--- src/rtl/sie_stat_pkg.sv ---
package sie_stat_pkg;

    parameter int unsigned STAT_W = 8;

    // Bit positions inside the status byte (firmware decodes these)
    localparam int unsigned B_MODE  = 0;
    localparam int unsigned B_FERR  = 1;
    localparam int unsigned B_OUT   = 2;
    localparam int unsigned B_INTOK = 3;
    localparam int unsigned B_NAK   = 4;
    localparam int unsigned B_LERR  = 5;
    localparam int unsigned B_IDLE  = 6;
    localparam int unsigned B_MASK  = 7;

    // Sticky flag indices in the flag bank
    typedef enum int unsigned {
        FL_FERR = 0,
        FL_OUT  = 1,
        FL_LERR = 2,
        FL_NAK  = 3
    } flag_idx_e;

    localparam int unsigned NUM_FLAGS = 4;

    typedef struct packed {
        logic nak_mask;
        logic tok_idle;
        logic link_err;
        logic nak_sent;
        logic in_tok;
        logic out_rx;
        logic fifo_err;
        logic defer_mode;
    } stat_t;

    function automatic stat_t build_stat(
        input logic                 defer_mode,
        input logic                 nak_mask,
        input logic [NUM_FLAGS-1:0] flags,
        input logic                 tok_busy,
        input logic                 in_tok
    );
        stat_t s;
        s.defer_mode = defer_mode;
        s.fifo_err   = flags[FL_FERR];
        s.out_rx     = flags[FL_OUT];
        s.in_tok     = in_tok;
        s.nak_sent   = flags[FL_NAK];
        s.link_err   = flags[FL_LERR];
        s.tok_idle   = ~tok_busy;
        s.nak_mask   = nak_mask;
        return s;
    endfunction

endpackage

--- src/rtl/sie_flag_bank.sv ---
module sie_flag_bank #(
    parameter int unsigned N = 4
) (
    input  logic         clk,
    input  logic         rst,
    input  logic [N-1:0] hw_set,
    input  logic [N-1:0] hw_clr,
    input  logic [N-1:0] sw_clr,
    output logic [N-1:0] q
);

    // Each flag: set has priority over either clear source
    for (genvar i = 0; i < N; i++) begin : g_flag
        always_ff @(posedge clk) begin
            if (rst) begin
                q[i] <= 1'b0;
            end else if (hw_set[i]) begin
                q[i] <= 1'b1;
            end else if (hw_clr[i] || sw_clr[i]) begin
                q[i] <= 1'b0;
            end
        end
    end

endmodule

--- src/rtl/sie_addr_unit.sv ---
module sie_addr_unit #(
    parameter int unsigned ADDR_W = 7
) (
    input  logic              clk,
    input  logic              rst,
    input  logic              defer_mode,
    input  logic              addr_wr,
    input  logic [ADDR_W-1:0] addr_wdata,
    input  logic              in_ack,
    output logic [ADDR_W-1:0] dev_addr
);

    logic [ADDR_W-1:0] pend_addr;
    logic              pend_vld;

    always_ff @(posedge clk) begin
        if (rst) begin
            dev_addr  <= '0;
            pend_addr <= '0;
            pend_vld  <= 1'b0;
        end else begin
            // Acknowledge consumes whatever was held before this cycle
            if (in_ack && pend_vld) begin
                dev_addr <= pend_addr;
                pend_vld <= 1'b0;
            end
            // A write in this cycle takes effect afterwards
            if (addr_wr) begin
                if (defer_mode) begin
                    pend_addr <= addr_wdata;
                    pend_vld  <= 1'b1;
                end else begin
                    dev_addr <= addr_wdata;
                    pend_vld <= 1'b0;
                end
            end
        end
    end

endmodule

--- src/rtl/sie_token_track.sv ---
module sie_token_track (
    input  logic clk,
    input  logic rst,
    input  logic tok_start,
    input  logic tok_is_in,
    input  logic tok_done,
    output logic busy,
    output logic in_tok
);

    always_ff @(posedge clk) begin
        if (rst) begin
            busy   <= 1'b0;
            in_tok <= 1'b0;
        end else if (tok_start) begin
            busy   <= 1'b1;
            in_tok <= tok_is_in;
        end else if (tok_done) begin
            busy   <= 1'b0;
            in_tok <= 1'b0;
        end
    end

endmodule

--- src/rtl/sie_stat_ctrl.sv ---
module sie_stat_ctrl
    import sie_stat_pkg::*;
#(
    parameter int unsigned ADDR_W = 7
) (
    input  logic                clk,
    input  logic                rst,
    input  logic                reg_wr,
    input  logic [STAT_W-1:0]   reg_wdata,
    output logic [STAT_W-1:0]   reg_rdata,
    input  logic                addr_wr,
    input  logic [ADDR_W-1:0]   addr_wdata,
    input  logic                tok_start,
    input  logic                tok_is_in,
    input  logic                tok_done,
    input  logic                ev_setup,
    input  logic                ev_out_rx,
    input  logic                ev_out_nz,
    input  logic                ev_nak,
    input  logic                ev_in_ack,
    input  logic                ev_fifo_err,
    input  logic                ev_link_err,
    output logic [ADDR_W-1:0]   dev_addr,
    output logic                nak_irq
);

    logic                 defer_mode;
    logic                 nak_mask;
    logic [NUM_FLAGS-1:0] hw_set;
    logic [NUM_FLAGS-1:0] hw_clr;
    logic [NUM_FLAGS-1:0] sw_clr;
    logic [NUM_FLAGS-1:0] flags;
    logic                 tok_busy;
    logic                 in_tok;
    stat_t                stat;

    // Plain control bits
    always_ff @(posedge clk) begin
        if (rst) begin
            defer_mode <= 1'b0;
            nak_mask   <= 1'b0;
        end else if (reg_wr) begin
            defer_mode <= reg_wdata[B_MODE];
            nak_mask   <= reg_wdata[B_MASK];
        end
    end

    // Flag event routing
    always_comb begin
        hw_set          = '0;
        hw_clr          = '0;
        sw_clr          = '0;
        hw_set[FL_FERR] = ev_fifo_err;
        hw_set[FL_OUT]  = ev_out_rx & ev_out_nz;
        hw_set[FL_LERR] = ev_link_err;
        hw_set[FL_NAK]  = ev_nak;
        hw_clr[FL_OUT]  = ev_setup;
        hw_clr[FL_NAK]  = tok_start;
        sw_clr[FL_FERR] = reg_wr & ~reg_wdata[B_FERR];
        sw_clr[FL_OUT]  = reg_wr & ~reg_wdata[B_OUT];
        sw_clr[FL_LERR] = reg_wr & ~reg_wdata[B_LERR];
    end

    sie_flag_bank #(.N(NUM_FLAGS)) u_flags (
        .clk    (clk),
        .rst    (rst),
        .hw_set (hw_set),
        .hw_clr (hw_clr),
        .sw_clr (sw_clr),
        .q      (flags)
    );

    sie_token_track u_tok (
        .clk       (clk),
        .rst       (rst),
        .tok_start (tok_start),
        .tok_is_in (tok_is_in),
        .tok_done  (tok_done),
        .busy      (tok_busy),
        .in_tok    (in_tok)
    );

    sie_addr_unit #(.ADDR_W(ADDR_W)) u_addr (
        .clk        (clk),
        .rst        (rst),
        .defer_mode (defer_mode),
        .addr_wr    (addr_wr),
        .addr_wdata (addr_wdata),
        .in_ack     (ev_in_ack),
        .dev_addr   (dev_addr)
    );

    // One pulse per unmasked NAK
    always_ff @(posedge clk) begin
        if (rst) nak_irq <= 1'b0;
        else     nak_irq <= ev_nak & ~nak_mask;
    end

    always_comb begin
        stat      = build_stat(defer_mode, nak_mask, flags, tok_busy, in_tok);
        reg_rdata = stat;
    end

endmodule

--- config.mk ---
export PLATFORM = sky130hd
export DESIGN_NAME = sie_stat_ctrl
export DESIGN_NICKNAME = d
export VERILOG_FILES = /design/src/rtl/sie_stat_pkg.sv /design/src/rtl/sie_flag_bank.sv /design/src/rtl/sie_addr_unit.sv /design/src/rtl/sie_token_track.sv /design/src/rtl/sie_stat_ctrl.sv
export SDC_FILE = /design/constraint.sdc
export NUM_CORES = 1
export LEC_CHECK = 0
export CORE_MARGIN = 5
export CORE_UTILIZATION = 40
export DETAILED_ROUTE_END_ITERATION = 12
export PLACE_DENSITY_LB_ADDON = 0.05
export SYNTH_ARGS = -nofsm -noshare
export SYNTH_HDL_FRONTEND = slang
export SYNTH_SLANG_ARGS = --single-unit
--- constraint.sdc ---
create_clock -name clk -period 1.39 [get_ports clk]
set_clock_uncertainty 0.1 [all_clocks]
set_input_delay 0.139 -clock clk [delete_from_list [all_inputs] [get_ports clk]]
set_output_delay 0.139 -clock clk [all_outputs]
set_load 0.02 [all_outputs]
==> out/qor.txt, run 1 <==
RUN STATUS
--------------------------------------------------------------------------------------
Run status .............................................................. complete, no violations

FLOORPLANNING
--------------------------------------------------------------------------------------
Core Area ...............................................................    2250 um^2
Die ar. .................................................................    3500 um^2
Effective utilization at floorplan ......................................        42.9%
Vertical extent of the die ..............................................      59.2 um
Core Rows ...............................................................           17
Width of the chip .......................................................      59.2 um
Num ports ...............................................................           45

STA
--------------------------------------------------------------------------------------
Final critical path time including I/O delays and setup .................      1260 ps
Highest Clock Rate ......................................................    0.794 GHz
Relative max-transition margin ..........................................        77.2%
Final hold violation count ..............................................            0
Setup Total Neg Slack ...................................................         0 ps
Worst-margin pin slew ...................................................       342 ps
Post-route clock period utilization .....................................        90.6%
Max-slew violation count ................................................            0
RSZ-0062 raised after global routing ....................................        false
Count of endpoints failing setup in the final report ....................            0

POWER AND IR DROP
--------------------------------------------------------------------------------------
Max rail drop VDD .......................................................     0.788 mV
Total power .............................................................      1370 uW
Power per cell area .....................................................  973 nW/um^2
Static power due to leakage .............................................  0.000575 uW

GRT
--------------------------------------------------------------------------------------
Wire length of the first global-routing pass ............................      3.73 mm
Overall routing resource usage ..........................................        13.9%
Maximum number of pins on one net before global-route repair ............           25
Global route overflow ...................................................            0
Number of global-route vias before repair ...............................          840
Initial antenna violation count .........................................            0

SYNTH
--------------------------------------------------------------------------------------
Gate count after technology mapping .....................................          113
Post-synthesis average cell area ........................................    8.56 um^2
Syn. warnings ...........................................................            0
Primary flip-flop cell chosen by synthesis mapping ......................      dfxtp_1
Number of enable-type register cells in the synthesized netlist .........            0
List of most frequent post-synthesis cells .............................. dfxtp_1, nand2_1, a21oi_1, nand3_1, nor2_1
Post-synth net total ....................................................          142
Synthesized cell area ...................................................     967 um^2
Cell type with the largest total area after synthesis ...................      dfxtp_1
Async S/R FF share, synth ...............................................           0%
Count leader, synth .....................................................      dfxtp_1
Post-synthesis sequential element count .................................           24
Sequential cell area fraction in the yosys report .......................        49.7%
Share of the synthesized area in the top cell type ......................        49.7%
Number of distinct library cells after synthesis ........................           17
Cell types occupying the most area after synthesis ...................... dfxtp_1, a21oi_1, nand3_1, nand2_1, a311oi_1

CRITICAL PATH
--------------------------------------------------------------------------------------
Worst flop-to-flop path endpoint ........................................ u_addr.dev_addr[5]$_SDFF_PP0_
Worst path required time ................................................      1510 ps
Cell Chain, Critical Path ............................................... buf_4 -> nand2b_4 -> nor2_1 -> a311oi_2
Delay contributed by the slowest stage of the critical path .............       340 ps
FF-to-FF setup slack ....................................................       130 ps
Reg2Reg Launch Point .................................................... defer_mode$_SDFFE_PP0P_
Critical path capture point type ........................................    flip-flop
Kind of cell adding the most delay to the critical path .................   flip-flops
Depth of the worst register-to-register path ............................            4
Classification of the worst setup path .................................. flip-flop to flip-flop
Launching element type of the critical path .............................    flip-flop
CP Data Arrival Time ....................................................      1380 ps
Maximum net fanout on the critical path .................................           14
Number of buffers and inverters on the critical path ....................            1
Slowest cell on the critical path .......................................      dfxtp_1

CTS
--------------------------------------------------------------------------------------
Clock latency on the worst-skew pair ....................................       300 ps
Post-CTS setup buffers ..................................................            0
Clock slew at the register clock pins of the worst setup and hold paths .       130 ps
Maximum buffer depth of the clock tree ..................................            2
Total of hold buffers inserted after clock tree synthesis ...............            0
Clock tree sinks ........................................................           24
CTS tree ................................................................         done
Root buf cell ...........................................................     clkbuf_4
Number of gates resized after CTS .......................................           16
TritonCTS buffer count ..................................................            3
H-tree lvl count ........................................................            1

FINAL LAYOUT
--------------------------------------------------------------------------------------
Fill cell total of the finished layout ..................................          231
Area occupied by multi-input gates ......................................     412 um^2
Fraction of layout cells with a size suffix above 1 .....................        7.84%
Synthesis-to-layout area growth .........................................        45.9%
Total area of sequential cells ..........................................     480 um^2
Net count of the finished layout ........................................          183
Number of diodes added for antenna fixing ...............................            0

HOLD PATH
--------------------------------------------------------------------------------------
Hold Path Class ......................................................... primary input to flip-flop
End point of the worst hold path ........................................ u_flags.q[1]$_SDFFE_PP0P_
Critical hold path startpoint ...........................................    ev_out_nz
Worst hold stages .......................................................            3

PLACE
--------------------------------------------------------------------------------------
HPWL after DPL ..........................................................      1.75 mm
Number of buffers added on ports ........................................           41
RePlAce Congestion ......................................................        0.734

ROUTE
--------------------------------------------------------------------------------------
Detailed-route DRC error count ..........................................            0
First-pass detailed-route iteration total ...............................            4
Via Count ...............................................................          918
Iteration-0 DRC Markers .................................................           20
Drt via density .........................................................         5.07
WL/cell .................................................................      13.0 um
Final wirelength ........................................................      2.36 mm
DRT antenna net count ...................................................            0

RUN
--------------------------------------------------------------------------------------
Max-cap violations ......................................................            0

-- registers in the layout (all words and copies together), names as in the netlist --
| signal | count |
|---|---|
| u_addr.dev_addr | 7 |
| u_addr.pend_addr | 7 |
| u_flags.q | 4 |
| defer_mode | 1 |
| nak_irq | 1 |
| nak_mask | 1 |
| u_addr.pend_vld | 1 |
| u_tok.busy | 1 |
| u_tok.in_tok | 1 |
-- metrics by stage --
step / hold slack [ps] / instances / worst slack [ps] / utilization (%) / area (um^2)
after floorplan: 111 / 113 / 264 / - / 967
after global placement: 342 / 177 / 26.6 / 61.5 / 1390
after detailed placement: 349 / 177 / 14.8 / 61.5 / 1390
after CTS: 263 / 181 / 113 / 62.2 / 1400
after global routing: 268 / 181 / 24.8 / 62.6 / 1410
final: 275 / 181 / 131 / 62.6 / 1410
-- kinds of logic (layout without fill, tap and decap cells) --
family	after synthesis	in the layout	share of synthesized area (%)
AO/OA/AOI/OAI	21	21	13.6
flip-flops	24	24	49.7
multiplexers	2	2	2.07
buffers and inverters	12	52	8.67
AND/OR/NAND/NOR	54	54	26.0
-- how the worst max path moves through the flow --
stage | start | endpoint | slack (ps) | cells after the start
5_1_grt | defer_mode$_SDFFE_PP0P_ | u_addr.dev_addr[0]$_SDFF_PP0_ | 20 | 4
3_3_place_gp | addr_wr | u_addr.pend_addr[4]$_SDFFE_PP0P_ | 30 | 4
6_report | defer_mode$_SDFFE_PP0P_ | u_addr.dev_addr[5]$_SDFF_PP0_ | 130 | 4
2_1_floorplan | defer_mode$_SDFFE_PP0P_ | u_addr.dev_addr[3]$_SDFF_PP0_ | 260 | 5
4_1_cts | nak_mask$_SDFFE_PP0P_ | reg_rdata[7] | 110 | 1
3_5_place_dp | addr_wr | u_addr.dev_addr[5]$_SDFF_PP0_ | 10 | 4
-- cell usage in the layout (no fill, tap or decap), types with 4 or more instances in the layout --
cell type	synthesis	layout
a21oi_1	14	14
a311oi_1	7	6
buf_4	3	4
clkdlybuf4s50_1	0	25
dfxtp_1	24	24
dlygate4sd2_1	0	16
nand2_1	18	17
nand2b_1	4	4
nand3_1	14	14
nor2_1	14	14
-- where the power goes --
group / leakage (uW) / total (uW) / internal, uW / switching (uW)
clock: 0.0000210 / 358 / 160 / 198
combinational: 0.000357 / 269 / 139 / 131
sequential: 0.000198 / 745 / 727 / 18.7
total: 0.000575 / 1370 / 1030 / 347
-- layout make-up --
class	count	area share, %
Tap cell	28	2.48
Multi-Input combinational cell	77	29.2
Sequential cell	24	34.0
Clock buffer	4	2.57
Inverter	2	0.532
Timing Repair Buffer	46	31.2
-- worst reg2reg max path, delay by kind of cell, from the launching register on --
family	cells	cell delay, ps
flip-flops	1	340
AND/OR/NAND/NOR	2	300
AO/OA/AOI/OAI	1	260
buffers and inverters	1	170
-- layer usage --
metal  vias up  track usage [%]  part of all wire (%)  wire length, um
li1        463                -                     -                -
met1       424             17.0                    42              998
met2        29             23.2                    50             1180
met3         2             2.83                   7.1              167
met4         0             6.47                  0.51               12
met5         -                0                     0                0
No activity file was read; power rests on OpenSTA's default activity.
==> run 2, diff against run 1 <==
- CORE_UTILIZATION: 40 -> 43
- clock period: 1.39 -> 1.5 ns (I/O delays scaled with it)
==> run 2 against run 1 <==
Highest routed layer unchanged. Hold slack better by 4.0 ps. Via count up 1.5%. Critical path type is now flip-flop to primary output. Clock power down 6.1%. Power down 7.3%.
==> out/qor.txt, run 2 (synthesis gave the netlist of run 1 again) <==
CTS
--------------------------------------------------------------------------------------
Root buf cell ...........................................................     clkbuf_4
TritonCTS buffer count ..................................................            3
Post-CTS setup buffers ..................................................            0
Clock slew at the register clock pins of the worst setup and hold paths .       130 ps
Clock latency on the worst-skew pair ....................................       310 ps
H-tree lvl count ........................................................            1
CTS tree ................................................................         done
Clock tree sinks ........................................................           24
Maximum buffer depth of the clock tree ..................................            2

POWER AND IR DROP
--------------------------------------------------------------------------------------
Internal power ..........................................................       949 uW
Net switching power .....................................................       323 uW
Switching power as a share of total power ...............................        25.4%
Total power .............................................................      1270 uW
Power per cell area .....................................................  907 nW/um^2
Share of total power in sequential cells ................................        54.3%
Relative contribution of the clock network to total power ...............        26.4%
Max rail drop VDD .......................................................     0.715 mV
Combinational share of power ............................................        19.3%
Static power due to leakage .............................................  0.000574 uW

CRITICAL PATH
--------------------------------------------------------------------------------------
Delay contributed by the slowest stage of the critical path .............       380 ps
Critical path capture point type ........................................ primary output
Kind of cell adding the most delay to the critical path .................   flip-flops
Worst path required time ................................................      1250 ps
Maximum net fanout on the critical path .................................            3
Classification of the worst setup path .................................. flip-flop to primary output
Slowest cell on the critical path .......................................      dfxtp_1
Cell Chain, Critical Path ............................................... dlygate4sd2_1
Launching element type of the critical path .............................    flip-flop
CP Data Arrival Time ....................................................      1020 ps
Number of buffers and inverters on the critical path ....................            1

FINAL LAYOUT
--------------------------------------------------------------------------------------
Design Area, Final ......................................................    1400 um^2
Area occupied by multi-input gates ......................................     403 um^2
Fill cell total of the finished layout ..................................          190
Most used cells in the layout excluding fill and tap cells .............. clkdlybuf4s50_1, dfxtp_1, nand2_1
Leading cell type in the layout, fill and taps excluded ................. clkdlybuf4s50_1
Total area of sequential cells ..........................................     480 um^2
Share of the core filled with cells in the final layout .................        64.6%
Number of diodes added for antenna fixing ...............................            0
Fraction of layout cells with a size suffix above 1 .....................        6.54%
Largest registers ....................................................... u_addr.dev_addr (7), u_addr.pend_addr (7), u_flags.q (4)
Synthesis-to-layout area growth .........................................        45.0%
Net count of the finished layout ........................................          183

ROUTE
--------------------------------------------------------------------------------------
Drt via density .........................................................         5.15
Via Count ...............................................................          932
Final wirelength ........................................................      2.21 mm
Iteration-0 DRC Markers .................................................           23
First-pass detailed-route iteration total ...............................            4
WL/cell .................................................................      12.2 um
DRT antenna net count ...................................................            0
Detailed-route DRC error count ..........................................            0

STA
--------------------------------------------------------------------------------------
Max-slew violation count ................................................            0
Count of endpoints failing setup in the final report ....................            0
Post-route clock period utilization .....................................        85.0%
Worst-case hold slack ...................................................       279 ps
RSZ-0062 raised after global routing ....................................        false
Setup Total Neg Slack ...................................................         0 ps
Final hold violation count ..............................................            0
Worst-margin pin slew ...................................................       277 ps
Final critical path time including I/O delays and setup .................      1270 ps
Relative max-transition margin ..........................................        81.5%
Highest Clock Rate ......................................................    0.784 GHz

PLACE
--------------------------------------------------------------------------------------
RePlAce Congestion ......................................................        0.745
HPWL after DPL ..........................................................      1.75 mm
Cell area reported after detailed placement .............................    1390 um^2
Number of buffers added on ports ........................................           41

GRT
--------------------------------------------------------------------------------------
Initial antenna violation count .........................................            0
Maximum number of pins on one net before global-route repair ............           25
Global route overflow ...................................................            0
Number of global-route vias before repair ...............................          872
Wire length of the first global-routing pass ............................      3.71 mm
Overall routing resource usage ..........................................        13.9%

FLOORPLANNING
--------------------------------------------------------------------------------------
Effective utilization at floorplan ......................................        44.6%
Die ar. .................................................................    3300 um^2
Vertical extent of the die ..............................................      57.4 um
Core Rows ...............................................................           17
Num ports ...............................................................           45
Width of the chip .......................................................      57.4 um
Core Area ...............................................................    2170 um^2

RUN STATUS
--------------------------------------------------------------------------------------
Run status .............................................................. complete, no violations

RUN
--------------------------------------------------------------------------------------
Max-cap violations ......................................................            0

HOLD PATH
--------------------------------------------------------------------------------------
Hold Path Class ......................................................... primary input to flip-flop

run 2: metrics by stage:
stage	instances	worst slack (ps)
2_1_floorplan	113	374
3_3_place_gp	177	111
3_5_place_dp	177	58.5
4_1_cts	181	209
5_1_grt	181	142
6_report	181	225
run 2: path summary, 6_finish.rpt:
kind	start	endpoint	slack, ps	depth (start not counted)
worst max-delay path	nak_mask$_SDFFE_PP0P_	reg_rdata[7]	230	1
worst min-delay path	ev_out_rx	u_flags.q[1]$_SDFFE_PP0P_	280	3
worst max register to register	defer_mode$_SDFFE_PP0P_	u_addr.dev_addr[0]$_SDFF_PP0_	270	4
worst min register to register	nak_mask$_SDFFE_PP0P_	nak_irq$_SDFF_PP0_	370	1
run 2: layout make-up:
cell class	instances	area share, %
flip-flops and latches	24	34.3
repair buffers	46	31.4
multi-input cells	77	28.7
clock buffers	4	2.59
well taps	28	2.50
inverters	2	0.535
run 2: repair_timing:
| action | CTS | global route |
|---|---|---|
| endpoints found under the setup margin | 16 | 0 |
| hold buffers | 0 | 0 |
| resized for setup | 16 | 0 |
run 2: routing by layer:
layer,vias to the layer above,track usage [%],part of all wire [%]
met4,0,6.29,1.2
li1,463,-,-
met3,4,4.07,9.6
met2,41,22.7,47
met5,-,0,0
met1,424,16.8,43
run 2: power by group through the flow:
| stage | Sequential (uW) | Clock, uW | Combinational (uW) |
|---|---|---|---|
| after detailed placement | 707 | 0 | 267 |
| after global routing | 697 | 377 | 265 |
| after global placement | 705 | 0 | 262 |
| final | 691 | 336 | 245 |
| after CTS | 691 | 346 | 247 |
| after floorplan | 732 | 0 | 98.2 |
run 2: worst register-to-register path, stage by stage, from the launching register on:
cell and delay (ps):
dfxtp_1 350, buf_4 170, nand2b_4 220, nor2_1 60
a311oi_1 250
==> run 3, diff against run 2 <==
- CORE_UTILIZATION: 43 -> 36
- clock period: 1.5 -> 1.1 ns (I/O delays scaled with it)
==> run 3 against run 2 <==
Setup slack got worse by 210 ps. Critical endpoint is now u_addr.dev_addr[3]$_SDFF_PP0_. Flip-flop and latch count unchanged. Sequential share of layout area decreased by 2.3 points. Register-to-register slack got worse by 260 ps. Die area increased by 16%. Clock-buffer cell count unchanged. Hold slack got worse by 70 ps. Largest cell class unchanged. First-iteration DRC count decreased by 4.3%. Cell count increased by 7.2%.
==> out/qor.txt, run 3 (synthesis gave the netlist of run 1 again) <==
RUN STATUS
--------------------------------------------------------------------------------------
Run status .............................................................. complete, no violations

CTS
--------------------------------------------------------------------------------------
Clock slew at the register clock pins of the worst setup and hold paths .       130 ps
Clock latency on the worst-skew pair ....................................       310 ps
TritonCTS buffer count ..................................................            3
Maximum buffer depth of the clock tree ..................................            2
Clock tree sinks ........................................................           24
Root buf cell ...........................................................     clkbuf_4
Total of hold buffers inserted after clock tree synthesis ...............            0
CTS tree ................................................................         done
H-tree lvl count ........................................................            1

CRITICAL PATH
--------------------------------------------------------------------------------------
Maximum net fanout on the critical path .................................            7
Classification of the worst setup path .................................. flip-flop to flip-flop
CP Data Arrival Time ....................................................      1220 ps
Worst path required time ................................................      1230 ps
Launching element type of the critical path .............................    flip-flop
Critical path capture point type ........................................    flip-flop

STA
--------------------------------------------------------------------------------------
Worst-margin pin slew ...................................................       379 ps
Max-slew violation count ................................................            0
Count of endpoints failing setup in the final report ....................            0
Post-route clock period utilization .....................................        98.9%
Final critical path time including I/O delays and setup .................      1090 ps
RSZ-0062 raised after global routing ....................................         true
Relative max-transition margin ..........................................        74.7%
Final hold violation count ..............................................            0
Highest Clock Rate ......................................................    0.919 GHz

ROUTE
--------------------------------------------------------------------------------------
Detailed-route DRC error count ..........................................            0
WL/cell .................................................................      13.4 um
Drt via density .........................................................         5.02
First-pass detailed-route iteration total ...............................            4
Via Count ...............................................................          974
DRT antenna net count ...................................................            0
Iteration-0 DRC Markers .................................................           22
Final wirelength ........................................................      2.61 mm

GRT
--------------------------------------------------------------------------------------
Maximum number of pins on one net before global-route repair ............           25
Initial antenna violation count .........................................            0
Number of global-route vias before repair ...............................          936
Overall routing resource usage ..........................................        14.6%
Global route overflow ...................................................            0
Wire length of the first global-routing pass ............................      4.06 mm

RUN
--------------------------------------------------------------------------------------
Max-cap violations ......................................................            0

FINAL LAYOUT
--------------------------------------------------------------------------------------
Number of diodes added for antenna fixing ...............................            0
Synthesis-to-layout area growth .........................................        56.3%
Fraction of layout cells with a size suffix above 1 .....................        29.9%
Most used cells in the layout excluding fill and tap cells .............. clkdlybuf4s50_1, dfxtp_1, buf_4
Leading cell type in the layout, fill and taps excluded ................. clkdlybuf4s50_1
Share of the core filled with cells in the final layout .................        59.9%
Largest registers ....................................................... u_addr.dev_addr (7), u_addr.pend_addr (7), u_flags.q (4)
Number of cells in the finished layout apart from fillers ...............          194
Net count of the finished layout ........................................          194

PLACE
--------------------------------------------------------------------------------------
Cell Count Post-Placement ...............................................          188
Number of buffers added on ports ........................................           41
RePlAce Congestion ......................................................        0.779
HPWL after DPL ..........................................................      1.88 mm

POWER AND IR DROP
--------------------------------------------------------------------------------------
Max rail drop VDD .......................................................     0.758 mV
Power per cell area ..................................................... 1200 nW/um^2
Static power due to leakage .............................................  0.000627 uW

HOLD PATH
--------------------------------------------------------------------------------------
Hold Path Class ......................................................... primary input to flip-flop

FLOORPLANNING
--------------------------------------------------------------------------------------
Width of the chip .......................................................      61.8 um
Vertical extent of the die ..............................................      61.8 um
Num ports ...............................................................           45
Core Rows ...............................................................           18
Effective utilization at floorplan ......................................        38.3%
Die ar. .................................................................    3820 um^2
Core Area ...............................................................    2520 um^2

## run 3: per-layer routing
layer,up-vias,part of all wire (%),global-route usage [%]
li1,487,-,-
met1,442,41,18.0
met2,41,46,22.6
met3,4,11,4.96
met4,0,1.9,7.27
met5,-,0,0
## run 3: where the power goes
group	total [uW]	switching (uW)	internal, uW
sequential	942	23.0	919
clock	460	258	202
combinational	406	191	215
total	1810	472	1340
## run 3: final timing paths
path                               startpoint                          endpoint  slack, ps  depth (start not counted)
min reg2reg  u_addr.pend_addr[4]$_SDFFE_PP0P_  u_addr.pend_addr[4]$_SDFFE_PP0P_        370                          2
max reg2reg           defer_mode$_SDFFE_PP0P_     u_addr.dev_addr[3]$_SDFF_PP0_         10                          4
max                   defer_mode$_SDFFE_PP0P_     u_addr.dev_addr[3]$_SDFF_PP0_         10                          4
min                                   addr_wr      u_addr.pend_vld$_SDFFE_PP0P_        210                          3
## run 3: stage by stage
| stage | worst slack [ps] | power, uW | hold slack (ps) | cell area (um^2) | setup TNS [ps] |
|---|---|---|---|---|---|
| final | 12.1 | 1810 | 209 | 1510 | 0 |
| after global routing | -37.7 | 1920 | 180 | 1510 | -185 |
| after CTS | 2.37 | 1800 | 269 | 1450 | 0 |
| after detailed placement | -210 | 1360 | 351 | 1460 | -3590 |
| after global placement | -180 | 1350 | 348 | 1460 | -3060 |
| after floorplan | 30.8 | 1130 | 82.1 | 968 | 0 |
## run 3: cell type report
cell class                      instances  area (um^2)
Fill cell                             255         1010
Sequential cell                        24          483
Timing Repair Buffer                   56          483
Multi-Input combinational cell         78          464
Tap cell                               30         37.5
Clock buffer                            4         36.3
Inverter                                2         7.51
## run 3: timing repair
| action | CTS | global route |
|---|---|---|
| setup buffers | 0 | 1 |
| cloned | 1 | 0 |
| pin swaps | 2 | 4 |
| endpoints found under the setup margin | 21 | 15 |
| resized for setup | 70 | 17 |
## run 3: critical path, stage by stage, from the launching register on
cell and delay, ps:
dfxtp_2 350, buf_6 110, nand2b_4 170, nor2_2 50, a311oi_2 230
